File: src/rtl/baud_tick_pkg.sv
`timescale 1ns/1ps
package baud_tick_pkg;
  typedef enum logic [1:0] {
    TCLK_SYS  = 2'd0,
    TCLK_DIV  = 2'd1,
    TCLK_EXT  = 2'd2,
    TCLK_OFF  = 2'd3
  } tclk_sel_e;

  localparam int unsigned PRESCALE_DIV   = 12;
  localparam int unsigned SYNC_STAGES    = 2;
  localparam int unsigned TIMER8_W       = 8;
  localparam int unsigned NUM_PATHS      = 2;
  localparam int unsigned PATH_TX        = 0;
  localparam int unsigned PATH_RX        = 1;
endpackage

File: src/rtl/timer_clk_enable.sv
`timescale 1ns/1ps
module timer_clk_enable
  import baud_tick_pkg::*;
#(
  parameter int unsigned DIV   = PRESCALE_DIV,
  parameter int unsigned SYNC  = SYNC_STAGES
) (
  input  logic       clk,
  input  logic       rst_n,
  input  logic [1:0] sel,
  input  logic       ext_in,
  output logic       tick_en
);
  localparam int unsigned DIV_W = (DIV > 1) ? $clog2(DIV) : 1;
  localparam logic [DIV_W-1:0] DIV_LAST = DIV_W'(DIV - 1);

  // free-running prescaler
  logic [DIV_W-1:0] div_cnt;
  logic             div_hit;

  always_ff @(posedge clk) begin
    if (!rst_n) begin
      div_cnt <= '0;
    end else if (div_hit) begin
      div_cnt <= '0;
    end else begin
      div_cnt <= div_cnt + 1'b1;
    end
  end

  assign div_hit = (div_cnt == DIV_LAST);

  // synchronizer chain and edge detect for the external clock
  logic [SYNC-1:0] sync_q;
  logic            sync_prev;
  logic            ext_rise;

  generate
    if (SYNC == 1) begin : g_sync_one
      always_ff @(posedge clk) begin
        if (!rst_n) sync_q <= '0;
        else        sync_q <= ext_in;
      end
    end else begin : g_sync_many
      always_ff @(posedge clk) begin
        if (!rst_n) sync_q <= '0;
        else        sync_q <= {sync_q[SYNC-2:0], ext_in};
      end
    end
  endgenerate

  always_ff @(posedge clk) begin
    if (!rst_n) sync_prev <= 1'b0;
    else        sync_prev <= sync_q[SYNC-1];
  end

  assign ext_rise = sync_q[SYNC-1] & ~sync_prev;

  // source mux
  tclk_sel_e sel_e;
  assign sel_e = tclk_sel_e'(sel);

  always_comb begin
    unique case (sel_e)
      TCLK_SYS: tick_en = 1'b1;
      TCLK_DIV: tick_en = div_hit;
      TCLK_EXT: tick_en = ext_rise;
      default:  tick_en = 1'b0;
    endcase
  end
endmodule

File: src/rtl/reload_timer.sv
`timescale 1ns/1ps
module reload_timer #(
  parameter int unsigned W = 8
) (
  input  logic         clk,
  input  logic         rst_n,
  input  logic         run_en,
  input  logic         tick_en,
  input  logic [W-1:0] reload,
  output logic [W-1:0] count,
  output logic         ovf
);
  localparam logic [W-1:0] TOP = {W{1'b1}};

  logic advance;
  assign advance = run_en & tick_en;

  always_ff @(posedge clk) begin
    if (!rst_n) begin
      count <= '0;
      ovf   <= 1'b0;
    end else begin
      ovf <= 1'b0;
      if (advance) begin
        if (count == TOP) begin
          count <= reload;
          ovf   <= 1'b1;
        end else begin
          count <= count + 1'b1;
        end
      end
    end
  end
endmodule

File: src/rtl/ovf_halver.sv
`timescale 1ns/1ps
module ovf_halver (
  input  logic clk,
  input  logic rst_n,
  input  logic ovf,
  input  logic double_en,
  output logic tick
);
  logic phase_q;

  always_ff @(posedge clk) begin
    if (!rst_n) begin
      phase_q <= 1'b0;
      tick    <= 1'b0;
    end else begin
      tick <= ovf & (double_en | phase_q);
      if (ovf && !double_en) begin
        phase_q <= ~phase_q;
      end
    end
  end
endmodule

File: src/rtl/baud_tick_gen.sv
`timescale 1ns/1ps
module baud_tick_gen
  import baud_tick_pkg::*;
#(
  parameter int unsigned TW       = TIMER8_W,
  parameter int unsigned DIV      = PRESCALE_DIV,
  parameter int unsigned SYNC     = SYNC_STAGES
) (
  input  logic          clk,
  input  logic          rst_n,
  input  logic          run_en,
  input  logic [1:0]    clk_sel,
  input  logic [TW-1:0] reload,
  input  logic          double_en,
  input  logic          ext_clk_in,
  input  logic          t16_ovf,
  input  logic          tx_src_sel,
  input  logic          rx_src_sel,
  output logic          tx_tick,
  output logic          rx_tick
);
  logic          tmr_clk_en;
  logic [TW-1:0] t8_cnt;
  logic          t8_ovf;
  logic          t8_tick;

  timer_clk_enable #(.DIV(DIV), .SYNC(SYNC)) u_clk_en (
    .clk     (clk),
    .rst_n   (rst_n),
    .sel     (clk_sel),
    .ext_in  (ext_clk_in),
    .tick_en (tmr_clk_en)
  );

  reload_timer #(.W(TW)) u_timer (
    .clk     (clk),
    .rst_n   (rst_n),
    .run_en  (run_en),
    .tick_en (tmr_clk_en),
    .reload  (reload),
    .count   (t8_cnt),
    .ovf     (t8_ovf)
  );

  ovf_halver u_half (
    .clk       (clk),
    .rst_n     (rst_n),
    .ovf       (t8_ovf),
    .double_en (double_en),
    .tick      (t8_tick)
  );

  // per-path source selection, registered
  logic [NUM_PATHS-1:0] path_sel;
  logic [NUM_PATHS-1:0] path_tick;

  assign path_sel[PATH_TX] = tx_src_sel;
  assign path_sel[PATH_RX] = rx_src_sel;

  always_ff @(posedge clk) begin
    if (!rst_n) begin
      path_tick <= '0;
    end else begin
      for (int p = 0; p < NUM_PATHS; p++) begin
        path_tick[p] <= path_sel[p] ? t16_ovf : t8_tick;
      end
    end
  end

  assign tx_tick = path_tick[PATH_TX];
  assign rx_tick = path_tick[PATH_RX];
endmodule

File: config.mk
export PLATFORM = sky130hd
export DESIGN_NAME = baud_tick_gen
export DESIGN_NICKNAME = d
export VERILOG_FILES = /design/src/rtl/baud_tick_pkg.sv /design/src/rtl/timer_clk_enable.sv /design/src/rtl/reload_timer.sv /design/src/rtl/ovf_halver.sv /design/src/rtl/baud_tick_gen.sv
export SDC_FILE = /design/constraint.sdc
export NUM_CORES = 1
export LEC_CHECK = 0
export ABC_AREA = 0
export BUFFER_PORTS_ARGS = -buffer_cell sky130_fd_sc_hd__buf_2
export CORE_AREA = 10 10 59 61
export CTS_CLUSTER_DIAMETER = 150
export CTS_CLUSTER_SIZE = 16
export DETAILED_ROUTE_END_ITERATION = 8
export DIE_AREA = 0 0 69 71
export PLACE_DENSITY = 0.75
export SYNTH_ARGS = -nofsm -noshare
export SYNTH_HDL_FRONTEND = slang
export SYNTH_SLANG_ARGS = --single-unit
File: constraint.sdc
create_clock -name clk -period 2.1 [get_ports clk]
set_clock_uncertainty 0.15 [all_clocks]
set_input_delay 0.21 -clock clk [delete_from_list [all_inputs] [get_ports clk]]
set_output_delay 0.21 -clock clk [all_outputs]
set_load 0.02 [all_outputs]
After elaboration in Yosys (flattened, before gate mapping)
Index checks and enable logic that the tools add are counted.

storage, ports and cells
  flip-flop bits (word level) = 20
  output and inout port bits = 2
  word-level logic and storage cells = 31

operators by class
  add/sub/neg operators = 2
  equal/unequal tests = 4
  muxes and demuxes = 5
  bitwise gates (word level) = 7
  reduce and logical (&&, ||, !) cells = 5

operators by type and width
  kind                   number
  $add A8 B1 Y8 const B  1
  $eq A8 B8 Y1 const B   1
  $mux W8                1
  $add A4 B1 Y4 const B  1
  $eq A4 B4 Y1 const B   1
  $and A1 B1 Y1          3
  $mux W1                3
  $not A1 Y1             3
  $pmux W1 S3            1
  $eq A2 B1 Y1 const B   1
  $eq A2 B2 Y1 const B   1
  $logic_not A2 Y1       1
  $reduce_and A2 Y1      1
  $reduce_or A2 Y1       1
  $logic_and A1 B1 Y1    1
  $logic_not A1 Y1       1
  $or A1 B1 Y1           1

Logic depth before layout (Yosys ltp)
Gate-level depths: netlist of the first run.

  depth after elaboration = 5
  gate-level depth with buffers = 6

Cells and area by module
A second synthesis of the first run with hierarchy kept.

unflattened totals
  cells, all modules = 98
  area total of the unflattened synthesis = 920.9 um^2

modules (own cells, without submodules)
  module            times used  cells each  area each (um^2)
  reload_timer      1           59          503.0
  timer_clk_enable  1           26          269.0
  ovf_halver        1           7           76.3
  baud_tick_gen     1           6           72.6

Worst setup path after synthesis of the first run
OpenSTA, ideal clock, no wires.

  kind = register to register
  start point = register u_clk_en.div_cnt[0]
  end point = register u_timer.count[3]
  arrival time = 1,326 ps
  data required time = 1,823 ps
  setup slack = 497 ps
  cell stages (with the launch flop) = 7
  buffers on the path = 1
  period minus slack after synthesis = 1,603 ps
  cell sequence = dfxtp_1 > ha_1 > nand3b_4 > nor3b_2 > buf_6 > a2bb2oi_1 > o32ai_2

between the ends
  word-level cells in the longest chain between the ends = 3

RTL lines
  element                   RTL line                source
  start: declaration        timer_clk_enable.sv:18  logic [DIV_W-1:0] div_cnt;
  start signal: assignment  timer_clk_enable.sv:27  div_cnt <= div_cnt + 1'b1;
  $eq A4 B4 Y1              timer_clk_enable.sv:31  assign div_hit = (div_cnt == DIV_LAST);
  $pmux W1 S3               timer_clk_enable.sv:64  unique case (sel_e)
  $and A1 B1 Y1             reload_timer.sv:16      assign advance = run_en & tick_en;
  end signal: assignment    reload_timer.sv:26      count <= reload;
  end signal: assignment    reload_timer.sv:29      count <= count + 1'b1;
  end: declaration          reload_timer.sv:10      output logic [W-1:0] count,

No other way between the ends.
A chain may end at the register's enable or synchronous reset.

Worst setup path after layout of the first run
Same ends and word-level chain as after synthesis.

==> results_dict.tcl, run 1 <==
set metrics [dict create \
    status "finished clean" \
    fin_setup_tns_ns 0 \
    synth_edf_count 0 \
    numCtsBuffers 3 \
    clk_pin_slew_worst_paths_ns 0.12 \
    cts_sinks 20 \
    cts_tree "yes" \
    path_class "reg -> reg" \
    io_pins 20 \
    synth_nets 125 \
    slew_violations 0 \
    finalPower_uw 781.3 \
    synth_seq_cells 20 \
    async_flop_share_pct 0 \
    clock-root-buffer "clkbuf_4" \
    antenna_found_initial 0 \
    min_period_ns 1.708 \
    die_h_um 71 \
    place_area_sq_um 1125 \
    min_period_over_period_pct 81.35 \
    final_nets 149 \
    firstDrtPassIters 4 \
    fp.dieW_um 69 \
    avgSynthCellArea_sq_um 9.533 \
    numPlacedInstances 152 \
    first_iter_violations 32 \
    fin_util_pct 50.16 \
    p_leak_nw 0.5254 \
    grt_pass1_vias 844 \
    grt_pass1_wl_um 3615 \
    rsz0062_at_grt "false" \
    yosysUniqueCellTypes 36 \
    area_delta_synth_final_pct 19.63 \
    tightestPinTransition_ns 0.4410 \
    start_kind "flip-flop" \
    diodes 0 \
    routedWlPerCell_um 13.29 \
    path_max_fanout 11 \
    via_per_inst 5.443 \
    port_buffers 19 \
    start_util_pct 41.93 \
    htreeDepth 1 \
    insertion_delay_ns 0.30 \
    yosys_warnings 0 \
    wl_um 2100 \
    max-vdd-ir-drop_uv 400.7 \
    dp_hpwl_um 1593 \
    max_slew_margin_pct 70.57 \
    grt_remaining_overflow 0 \
    cp-end-kind "flip-flop" \
    grt_use_total_pct 8.670 \
    remaining_drc_errors 0 \
    grt_max_degree 14 \
    cts.path.max_buffers 2 \
    synth_cells 105 \
    antenna_left 0 \
    setup_viol 0 \
    ys_seq_area_share_pct 40.00 \
    design_area_sq_um 1197 \
    crit_arrival_ns 1.75 \
    rows 18 \
    max_freq_mhz 585.3 \
    fillers 234 \
    fin_cells 158 \
    crit_required_ns 2.14 \
    post_cts_resize_count 0 \
    netlist_area_sq_um 1001 \
    die-area_sq_um 4899 \
    synth_flop_cell "dfxtp_1" \
    power.density_nw_per_um2 652.5 \
    hold_path_class "in -> reg" \
    core_sq_um 2387 \
    gp_congestion 0.8630 \
    layout-drive-gt1-share_pct 30.47 \
    final-hold-violation-count 0 \
    vias 860 \
    cap_violations 0 \
]
worst max-delay path: stages (launching register included):
cell and delay [ns]:
dfxtp_1 0.37, ha_1 0.27, nand3b_4 0.10, nor3b_2 0.17, buf_4 0.21, a2bb2oi_1 0.22
o32ai_2 0.10
routing by layer:
| metal | up-vias | global-route usage (%) | share of wire [%] | routed length (um) |
|---|---|---|---|---|
| met1 | 396 | 9.913 | 43 | 902 |
| met5 | - | 0 | 0 | 0 |
| met2 | 27 | 13.82 | 49 | 1020 |
| met4 | 0 | 6.264 | 2.7 | 56 |
| met3 | 4 | 2.092 | 5.8 | 121 |
| li1 | 433 | - | - | - |
flip-flops by register name, summed over array words and instances, names as in the netlist:
name                count
u_clk_en.sync_q         2
u_timer.ovf             1
path_tick               2
u_clk_en.div_cnt        4
u_half.tick             1
u_half.phase_q          1
u_timer.count           8
u_clk_en.sync_prev      1
cells in the mapped netlist (3+ instances only):
library cell	n	share of area, %
nand2b_1	3	1.9
o21ai_2	3	2.6
and2_1	3	1.9
dfxtp_1	20	40
mux2i_1	4	4.0
nor2_1	12	4.5
a21oi_1	5	2.5
nand2_1	6	2.2
nand4_1	3	1.9
and3_1	3	1.9
nand3_1	5	2.5
inv_1	4	1.5
a221oi_2	3	4.5
cell families after synthesis:
kind of cell	Yosys count	synth area share (%)
adder cells (fa/ha/maj)	2	2.500
flip-flops	20	40.00
XOR/XNOR	2	1.750
AND/OR/NAND/NOR	44	24.50
multiplexers	4	4.000
buffers and inverters	8	3.874
AO/OA/AOI/OAI	25	23.38
power breakdown:
group          internal [mW]  switching, mW  total, mW
combinational         0.0329         0.0328     0.0657
clock                  0.193          0.124      0.317
sequential             0.390        0.00799      0.398
total                  0.616          0.165      0.781
cell type report:
type | count | area, sq um | share of cell area [%]
Clock buffer | 3 | 22.52 | 1.881
Clock inverter | 1 | 30.03 | 2.508
Inverter | 4 | 15.01 | 1.254
Multi-Input combinational cell | 77 | 561.8 | 46.92
Sequential cell | 20 | 400.4 | 33.44
Tap cell | 30 | 37.54 | 3.135
Timing Repair Buffer | 23 | 130.1 | 10.87
layout by cell type (no fill, tap or decap), types with 2 or more instances in the layout:
| cell | instances |
|---|---|
| o21ai_2 | 3 |
| o32ai_2 | 2 |
| and2_1 | 3 |
| nand2b_1 | 3 |
| clkbuf_4 | 3 |
| o211a_1 | 2 |
| mux2i_1 | 4 |
| nor2_1 | 12 |
| inv_1 | 4 |
| nor3_1 | 2 |
| and3_1 | 3 |
| xnor2_1 | 2 |
| a21oi_1 | 5 |
| a2bb2oi_1 | 2 |
| buf_4 | 2 |
| nand2_1 | 6 |
| nand4_1 | 3 |
| dlygate4sd3_1 | 2 |
| dfxtp_1 | 20 |
| a221oi_2 | 3 |
| buf_2 | 19 |
| ha_1 | 2 |
| o22ai_1 | 2 |
| nand3_1 | 5 |
stage by stage:
stage	hold WS, ns	setup slack (ns)
finish	0.008655	0.3916
global route	0.002875	0.2420
floorplan	0.1873	0.4969
CTS	0.005530	0.3766
detailed placement	0.2718	0.3852
global placement	0.2656	0.4533
path summary, 6_finish.rpt:
| check | startpoint | to | slack [ns] | cells after the start |
|---|---|---|---|---|
| max reg2reg | u_clk_en.div_cnt[0]$_SDFF_PP0_ | u_timer.count[3]$_SDFFE_PN0P_ | 0.39 | 6 |
| min | t16_ovf | path_tick[0]$_SDFF_PN0_ | 0.009 | 3 |
| min reg2reg | u_clk_en.sync_q[0]$_SDFF_PN0_ | u_clk_en.sync_q[1]$_SDFF_PN0_ | 0.30 | 1 |
| max | u_clk_en.div_cnt[0]$_SDFF_PP0_ | u_timer.count[3]$_SDFFE_PN0P_ | 0.39 | 6 |
what timing repair did:
action,in CTS,in global routing
setup buffers,0,0
endpoints found under the hold margin,2,0
hold buffers,2,0
Note: power is estimated with default switching activity, not from simulation.
==> run 2, diff against run 1 <==
--- a/config.mk
+++ b/config.mk
@@ -5,14 +5,14 @@
 export SDC_FILE = /design/constraint.sdc
 export NUM_CORES = 1
 export LEC_CHECK = 0
-export ABC_AREA = 0
+export ABC_AREA = 1
 export BUFFER_PORTS_ARGS = -buffer_cell sky130_fd_sc_hd__buf_2
-export CORE_AREA = 10 10 59 61
+export CORE_AREA = 10 10 57 59
 export CTS_CLUSTER_DIAMETER = 150
 export CTS_CLUSTER_SIZE = 16
 export DETAILED_ROUTE_END_ITERATION = 8
-export DIE_AREA = 0 0 69 71
-export PLACE_DENSITY = 0.75
+export DIE_AREA = 0 0 67 69
+export PLACE_DENSITY = 0.8
 export SYNTH_ARGS = -nofsm -noshare
 export SYNTH_HDL_FRONTEND = slang
 export SYNTH_SLANG_ARGS = --single-unit
==> constraint.sdc (replaced) <==
create_clock -name clk -period 1.49 [get_ports clk]
set_clock_uncertainty 0.15 [all_clocks]
set_input_delay 0.149 -clock clk [delete_from_list [all_inputs] [get_ports clk]]
set_output_delay 0.149 -clock clk [all_outputs]
set_load 0.02 [all_outputs]
==> run 2 against run 1 <==
  * Sequential share of layout area is 1.2 points lower
  * Clock power grew 40%
  * Cell area increased by 5.3%
  * Fmax is 20% higher
  * Core utilization grew 8.5 points
  * First-iteration DRC count rose by 16%
  * Global-route usage grew 1.2 points
  * Power increased by 42%
  * Flip-flop and latch count unchanged
  * Combinational power increased by 64%
  * Critical endpoint is now u_timer.count[5]$_SDFFE_PN0P_
  * Highest routed layer unchanged
==> results_dict.tcl, run 2 <==
set metrics [dict create \
    slowest_delay_ns 0.35 \
    critPathTopFamily "simple AND/OR/NAND/NOR gates" \
    cts_sinks 20 \
    grt_pass1_vias 998 \
    path_class "reg -> reg" \
    largest_reg_flops 8 \
    cap_violations 0 \
    total_switching_power_uw 233.1 \
    first_iter_violations 37 \
    antenna_found_initial 0 \
    path_max_fanout 10 \
    timing.rr.end "u_timer.count[5]$_SDFFE_PN0P_" \
    path_cells "ha_2, nand3_2, inv_4, nand2_4, nor2_2, nor2_1, nand2_1, a21oi_1" \
    core_sq_um 2148 \
    diodes 0 \
    setup_viol 0 \
    start_kind "flip-flop" \
    grt_remaining_overflow 0 \
    critPathBufInv 1 \
    start_util_pct 43.97 \
    synth_edf_count 0 \
    yosys_warnings 0 \
    p_leak_nw 0.5794 \
    internal_power_uw 875.8 \
    final_nets 190 \
    synth_nets 156 \
    wl_um 2288 \
    multi_input_area_sq_um 498.0 \
    critical_path.startpoint "u_timer.count[1]$_SDFFE_PN0P_" \
    fillers 192 \
    via_per_inst 4.893 \
    r2r-start "u_timer.count[1]$_SDFFE_PN0P_" \
    endpoint "u_timer.count[5]$_SDFFE_PN0P_" \
    cp-end-kind "flip-flop" \
    final_common_cell "nand2_1" \
    grt_use_total_pct 9.875 \
    synth_seq_cells 20 \
    clockPowerShare_pct 39.9 \
    layout-drive-gt1-share_pct 30.18 \
    firstDrtPassIters 4 \
    grt_pass1_wl_um 3850 \
    power.density_nw_per_um2 879.3 \
    min_period_over_period_pct 95.90 \
    area_delta_synth_final_pct 33.51 \
    r2r_cells 8 \
    final-hold-violation-count 0 \
    netlist_area_sq_um 944.7 \
    port_buffers 19 \
    min_period_ns 1.429 \
    rsz0062_at_grt "true" \
    place_area_sq_um 1105 \
    hold_path_class "in -> reg" \
    yosysUniqueCellTypes 23 \
    clk_pin_slew_worst_paths_ns 0.12 \
    comb_power_share_pct 9.7 \
    slew_violations 0 \
    cp_slowest_cell "dfxtp_2" \
    numPlacedInstances 187 \
    gp_congestion 0.8520 \
    switching_share_pct 21.02 \
    vias 964 \
    max-vdd-ir-drop_uv 647.7 \
    synth_area_leaders "dfxtp_1 (42%), nand2_1 (14%), nor2_1 (7.2%), nand3_1 (6.9%), inv_1 (6.4%)" \
    async_flop_share_pct 0 \
    cts_tree "yes" \
    finalPower_mw 1.109 \
    die-area_sq_um 4623 \
    clock-root-buffer "clkbuf_4" \
    status "finished clean" \
    yosysTopAreaCell "dfxtp_1" \
    io_pins 20 \
    rows 17 \
    remaining_drc_errors 0 \
    htreeDepth 1 \
    avgSynthCellArea_sq_um 6.946 \
    yosysMostFrequentCell "nand2_1" \
    cts.path.max_buffers 2 \
    ys_seq_area_share_pct 42.38 \
    design_area_sq_um 1261 \
    final_cell_mix "nand2_1 (35), buf_2 (19), inv_1 (15), dfxtp_1 (15), nor2_1 (13)" \
    max_freq_mhz 699.9 \
    die_h_um 69 \
    synth_top_area_share_pct 42.38 \
    fin_cells 197 \
    max_slew_margin_pct 84.00 \
    top_register "u_timer.count" \
    synth_flop_cell "dfxtp_1" \
    power_frac_seq_pct 50.4 \
    top_regs "u_timer.count (8), u_clk_en.div_cnt (4)" \
    grt_max_degree 13 \
    tightestPinTransition_ns 0.2391 \
    layout_setup_ws_ns 0.06115 \
    synth_common_cells "nand2_1 (36), dfxtp_1 (20), nor2_1 (18)" \
    fp.dieW_um 67 \
    fin_util_pct 58.71 \
    routedWlPerCell_um 11.61 \
    antenna_left 0 \
    insertion_delay_ns 0.30 \
    numCtsBuffers 3 \
    synth_cells 136 \
    crit_required_ns 1.54 \
    seq_area_sq_um 406.6 \
    dp_slack_ns -0.03100 \
    crit_arrival_ns 1.47 \
    path_depth 8 \
    r2r_slack_ns 0.06 \
    dp_hpwl_um 1735 \
]
[run 2: cell types whose count changed after synthesis, moves of 3 or more]
| cell | change |
|---|---|
| o21ai_2 | -3 |
| nand2b_1 | -3 |
| a221oi_2 | -3 |
| o21ai_0 | +5 |
| and3_1 | -3 |
| nand3_1 | +8 |
| nor2_1 | +6 |
| inv_1 | +12 |
| a21oi_1 | +6 |
| and2_1 | -3 |
| nand2_1 | +30 |
| mux2i_1 | -4 |
[run 2: worst min path at each step]
stage                    start                            end  slack (ns)  cells after the start
floorplan           tx_src_sel        path_tick[0]$_SDFF_PN0_        0.09                      1
global placement    ext_clk_in  u_clk_en.sync_q[0]$_SDFF_PN0_        0.19                      3
detailed placement  ext_clk_in  u_clk_en.sync_q[0]$_SDFF_PN0_        0.19                      3
CTS                  reload[3]  u_timer.count[3]$_SDFFE_PN0P_        0.04                      5
global route         reload[0]  u_timer.count[0]$_SDFFE_PN0P_        0.07                      5
finish               reload[0]  u_timer.count[0]$_SDFFE_PN0P_        0.04                      5
[run 2: cells by family (layout without fill, tap and decap cells)]
kind of cell | after synthesis | after routing | share of synthesized area, %
simple gates | 75 | 75 | 34.97
compound gates | 18 | 18 | 9.800
xor+xnor | 2 | 2 | 1.855
flops | 20 | 20 | 42.38
fa+ha+maj | 2 | 2 | 2.649
buf+inv | 19 | 52 | 8.344
[run 2: power by group through the flow]
stage | sequential (mW) | combinational [mW] | clock (mW)
2_1_floorplan | 0.572 | 0.0430 | 0
3_3_place_gp | 0.568 | 0.0844 | 0
3_5_place_dp | 0.569 | 0.0901 | 0
4_1_cts | 0.557 | 0.103 | 0.456
5_1_grt | 0.561 | 0.121 | 0.475
6_report | 0.558 | 0.108 | 0.443
[run 2: what timing repair did]
item | CTS | global route
setup buffers | 0 | 0
endpoints found under the setup margin | 4 | 9
resized for setup | 2 | 17
hold buffers | 6 | 0
pin swaps | 0 | 2
hold endpoints to repair | 5 | 0
[run 2: per-layer routing]
metal | routed length (um) | up-vias | GRT usage, %
met5 | 0 | - | 0
li1 | - | 495 | -
met2 | 1241 | 13 | 18.10
met3 | 97 | 6 | 3.221
met4 | 23 | 0 | 2.715
met1 | 926 | 450 | 10.08
[run 2: per-stage QoR]
| stage | setup TNS [ns] | hold slack (ns) |
|---|---|---|
| floorplan | 0 | 0.09338 |
| global placement | 0 | 0.1878 |
| detailed placement | -0.03100 | 0.1927 |
| CTS | -0.002403 | 0.04408 |
| global route | -0.08185 | 0.06861 |
| finish | 0 | 0.04163 |
[run 2: cell type report]
type	count	share of cell area, %
Clock inverter	1	2.381
Sequential cell	20	32.24
Clock buffer	3	1.786
Multi-Input combinational cell	97	39.48
Tap cell	28	2.778
Inverter	17	5.456
Timing Repair Buffer	31	15.87
[run 2: worst reg2reg max path, cell delays in order, from the launching register on]
cell and delay (ns):
dfxtp_2 0.35, ha_2 0.20, nand3_2 0.12, inv_4 0.11, nand2_4 0.10, nor2_2 0.10
nor2_1 0.05, nand2_1 0.07, a21oi_1 0.07
==> run 3, diff against run 2 <==
--- a/config.mk
+++ b/config.mk
@@ -12,7 +12,7 @@
 export CTS_CLUSTER_SIZE = 16
 export DETAILED_ROUTE_END_ITERATION = 8
 export DIE_AREA = 0 0 67 69
-export PLACE_DENSITY = 0.8
+export PLACE_DENSITY_LB_ADDON = 0.1
 export SYNTH_ARGS = -nofsm -noshare
 export SYNTH_HDL_FRONTEND = slang
 export SYNTH_SLANG_ARGS = --single-unit
==> run 3 against run 2 <==
  * Clock power barely moved
  * Critical path type unchanged
  * Fmax is 0.82% higher
  * Highest routed layer unchanged
  * Critical endpoint is now u_timer.count[2]$_SDFFE_PN0P_
  * Core utilization is 4.3 points higher
  * Largest power group unchanged
  * Combinational power is 12% higher
==> results_dict.tcl, run 3 (synthesis results as in run 2) <==
set metrics [dict create \
    fin_setup_tns_ns 0 \
    start_kind "flip-flop" \
    max_freq_mhz 705.6 \
    first_iter_violations 31 \
    cts.path.max_buffers 2 \
    r2r_cells 7 \
    numCtsBuffers 3 \
    grt_remaining_overflow 0 \
    largest_reg_flops 8 \
    dp_hpwl_um 1592 \
    layout-drive-gt1-share_pct 32.00 \
    top_regs "u_timer.count (8), u_clk_en.div_cnt (4)" \
    clockPowerShare_pct 39.3 \
    clock-root-buffer "clkbuf_4" \
    routedWlPerCell_um 11.79 \
    port_buffers 19 \
    rows 17 \
    fp.dieW_um 67 \
    die-area_sq_um 4623 \
    start_util_pct 43.97 \
    min_period_over_period_pct 95.12 \
    worstHoldPathCells 3 \
    max-vdd-ir-drop_uv 419.3 \
    crit_required_ns 1.57 \
    cts_sinks 20 \
    clk_pin_slew_worst_paths_ns 0.12 \
    crit_arrival_ns 1.50 \
    total_switching_power_uw 240.3 \
    power.density_nw_per_um2 830.5 \
    path_class "reg -> reg" \
    insertion_delay_ns 0.30 \
    hold_path_class "in -> reg" \
    vias 952 \
    cp-end-kind "flip-flop" \
    holdWs_ns 0.01972 \
    internal_power_uw 883.0 \
    grt_pass1_vias 907 \
    rsz0062_at_grt "true" \
    path_max_fanout 5 \
    cap_violations 0 \
    slowest_delay_ns 0.35 \
    htreeDepth 1 \
    remaining_drc_errors 0 \
    path_cells "ha_2, nand3_2, inv_4, nand2_2, nor2_2, o21ai_1, a21oi_1" \
    switching_share_pct 21.39 \
    multi_input_area_sq_um 553.0 \
    cts_tree "yes" \
    setup_viol 0 \
    final_common_cell "nand2_1" \
    io_pins 20 \
    antenna_found_initial 0 \
    path_depth 7 \
    antenna_left 0 \
    min_period_ns 1.417 \
    p_leak_nw 0.6098 \
    core_sq_um 2148 \
    finalPower_mw 1.123 \
    power_frac_seq_pct 49.9 \
    critPathBufInv 1 \
    diodes 0 \
    final_cell_mix "nand2_1 (35), buf_2 (18), dfxtp_1 (16)" \
    fillers 198 \
    comb_power_share_pct 10.7 \
    top_register "u_timer.count" \
    critPathTopFamily "flip-flops" \
    die_h_um 69 \
    grt_max_degree 13 \
    cp_slowest_cell "dfxtp_2" \
    grt_pass1_wl_um 3808 \
    max_slew_margin_pct 81.87 \
    final_nets 196 \
    firstDrtPassIters 4 \
    fin_util_pct 62.96 \
    final-hold-violation-count 0 \
    status "finished clean" \
    gp_congestion 0.8769 \
    area_delta_synth_final_pct 43.18 \
    grt_use_total_pct 9.724 \
    tightestPinTransition_ns 0.2710 \
    seq_area_sq_um 405.4 \
    wl_um 2394 \
    design_area_sq_um 1353 \
    place_area_sq_um 1112 \
    slew_violations 0 \
    via_per_inst 4.690 \
]
==> run 3: cell count changes in the layout (fill, tap and decap cells not counted), sizes merged <==
cell and change:
buf +2, dlygate4sd3 +2, nand2 +1, nand3 +1
==> run 3: power groups by stage <==
stage,clock (mW),sequential (mW),combinational [mW]
final,0.442,0.561,0.121
after global routing,0.462,0.563,0.138
after CTS,0.452,0.558,0.104
after detailed placement,0,0.570,0.0841
after global placement,0,0.569,0.0821
after floorplan,0,0.572,0.0430
==> run 3: path summary, 6_finish.rpt <==
| check | from | end | slack (ns) |
|---|---|---|---|
| worst max register to register | u_timer.count[0]$_SDFFE_PN0P_ | u_timer.count[2]$_SDFFE_PN0P_ | 0.07 |
| worst min-delay path | rst_n | u_clk_en.sync_q[0]$_SDFF_PN0_ | 0.02 |
| worst min register to register | u_clk_en.sync_q[0]$_SDFF_PN0_ | u_clk_en.sync_q[1]$_SDFF_PN0_ | 0.28 |
| worst max-delay path | u_timer.count[0]$_SDFFE_PN0P_ | u_timer.count[2]$_SDFFE_PN0P_ | 0.07 |
==> run 3: layout make-up <==
class,count,share of cell area [%]
clock buffers,3,1.665
clock inverters,1,2.220
inverters,17,5.088
multi-input cells,99,40.89
flip-flops and latches,20,29.97
well taps,28,2.590
repair buffers,35,17.58
==> run 3: per-layer routing <==
metal	global-route usage [%]	vias up	wire [um]
met4	3.620	0	10
met2	15.90	27	1162
met3	3.221	2	172
met5	0	-	0
met1	11.20	416	1048
li1	-	507	-
==> run 3: worst min-delay path: stages <==
cell	delay (ns)
buf_2	0.18
nand2_1	0.08
inv_1	0.03
==> run 3: per-stage QoR <==
stage / instances / worst slack (ns)
after CTS: 201 / 0.02067
after floorplan: 136 / 0.1040
after detailed placement: 188 / -0.06217
final: 203 / 0.07271
after global placement: 188 / -0.002786
after global routing: 203 / -0.02246
==> run 3: timing repair <==
action	CTS	global route
gates resized for setup	4	21
endpoints found under the setup margin	7	10
setup buffers	0	2
hold endpoints to repair	5	1
hold buffers	8	1
gates cloned	1	1
pin swaps	1	3
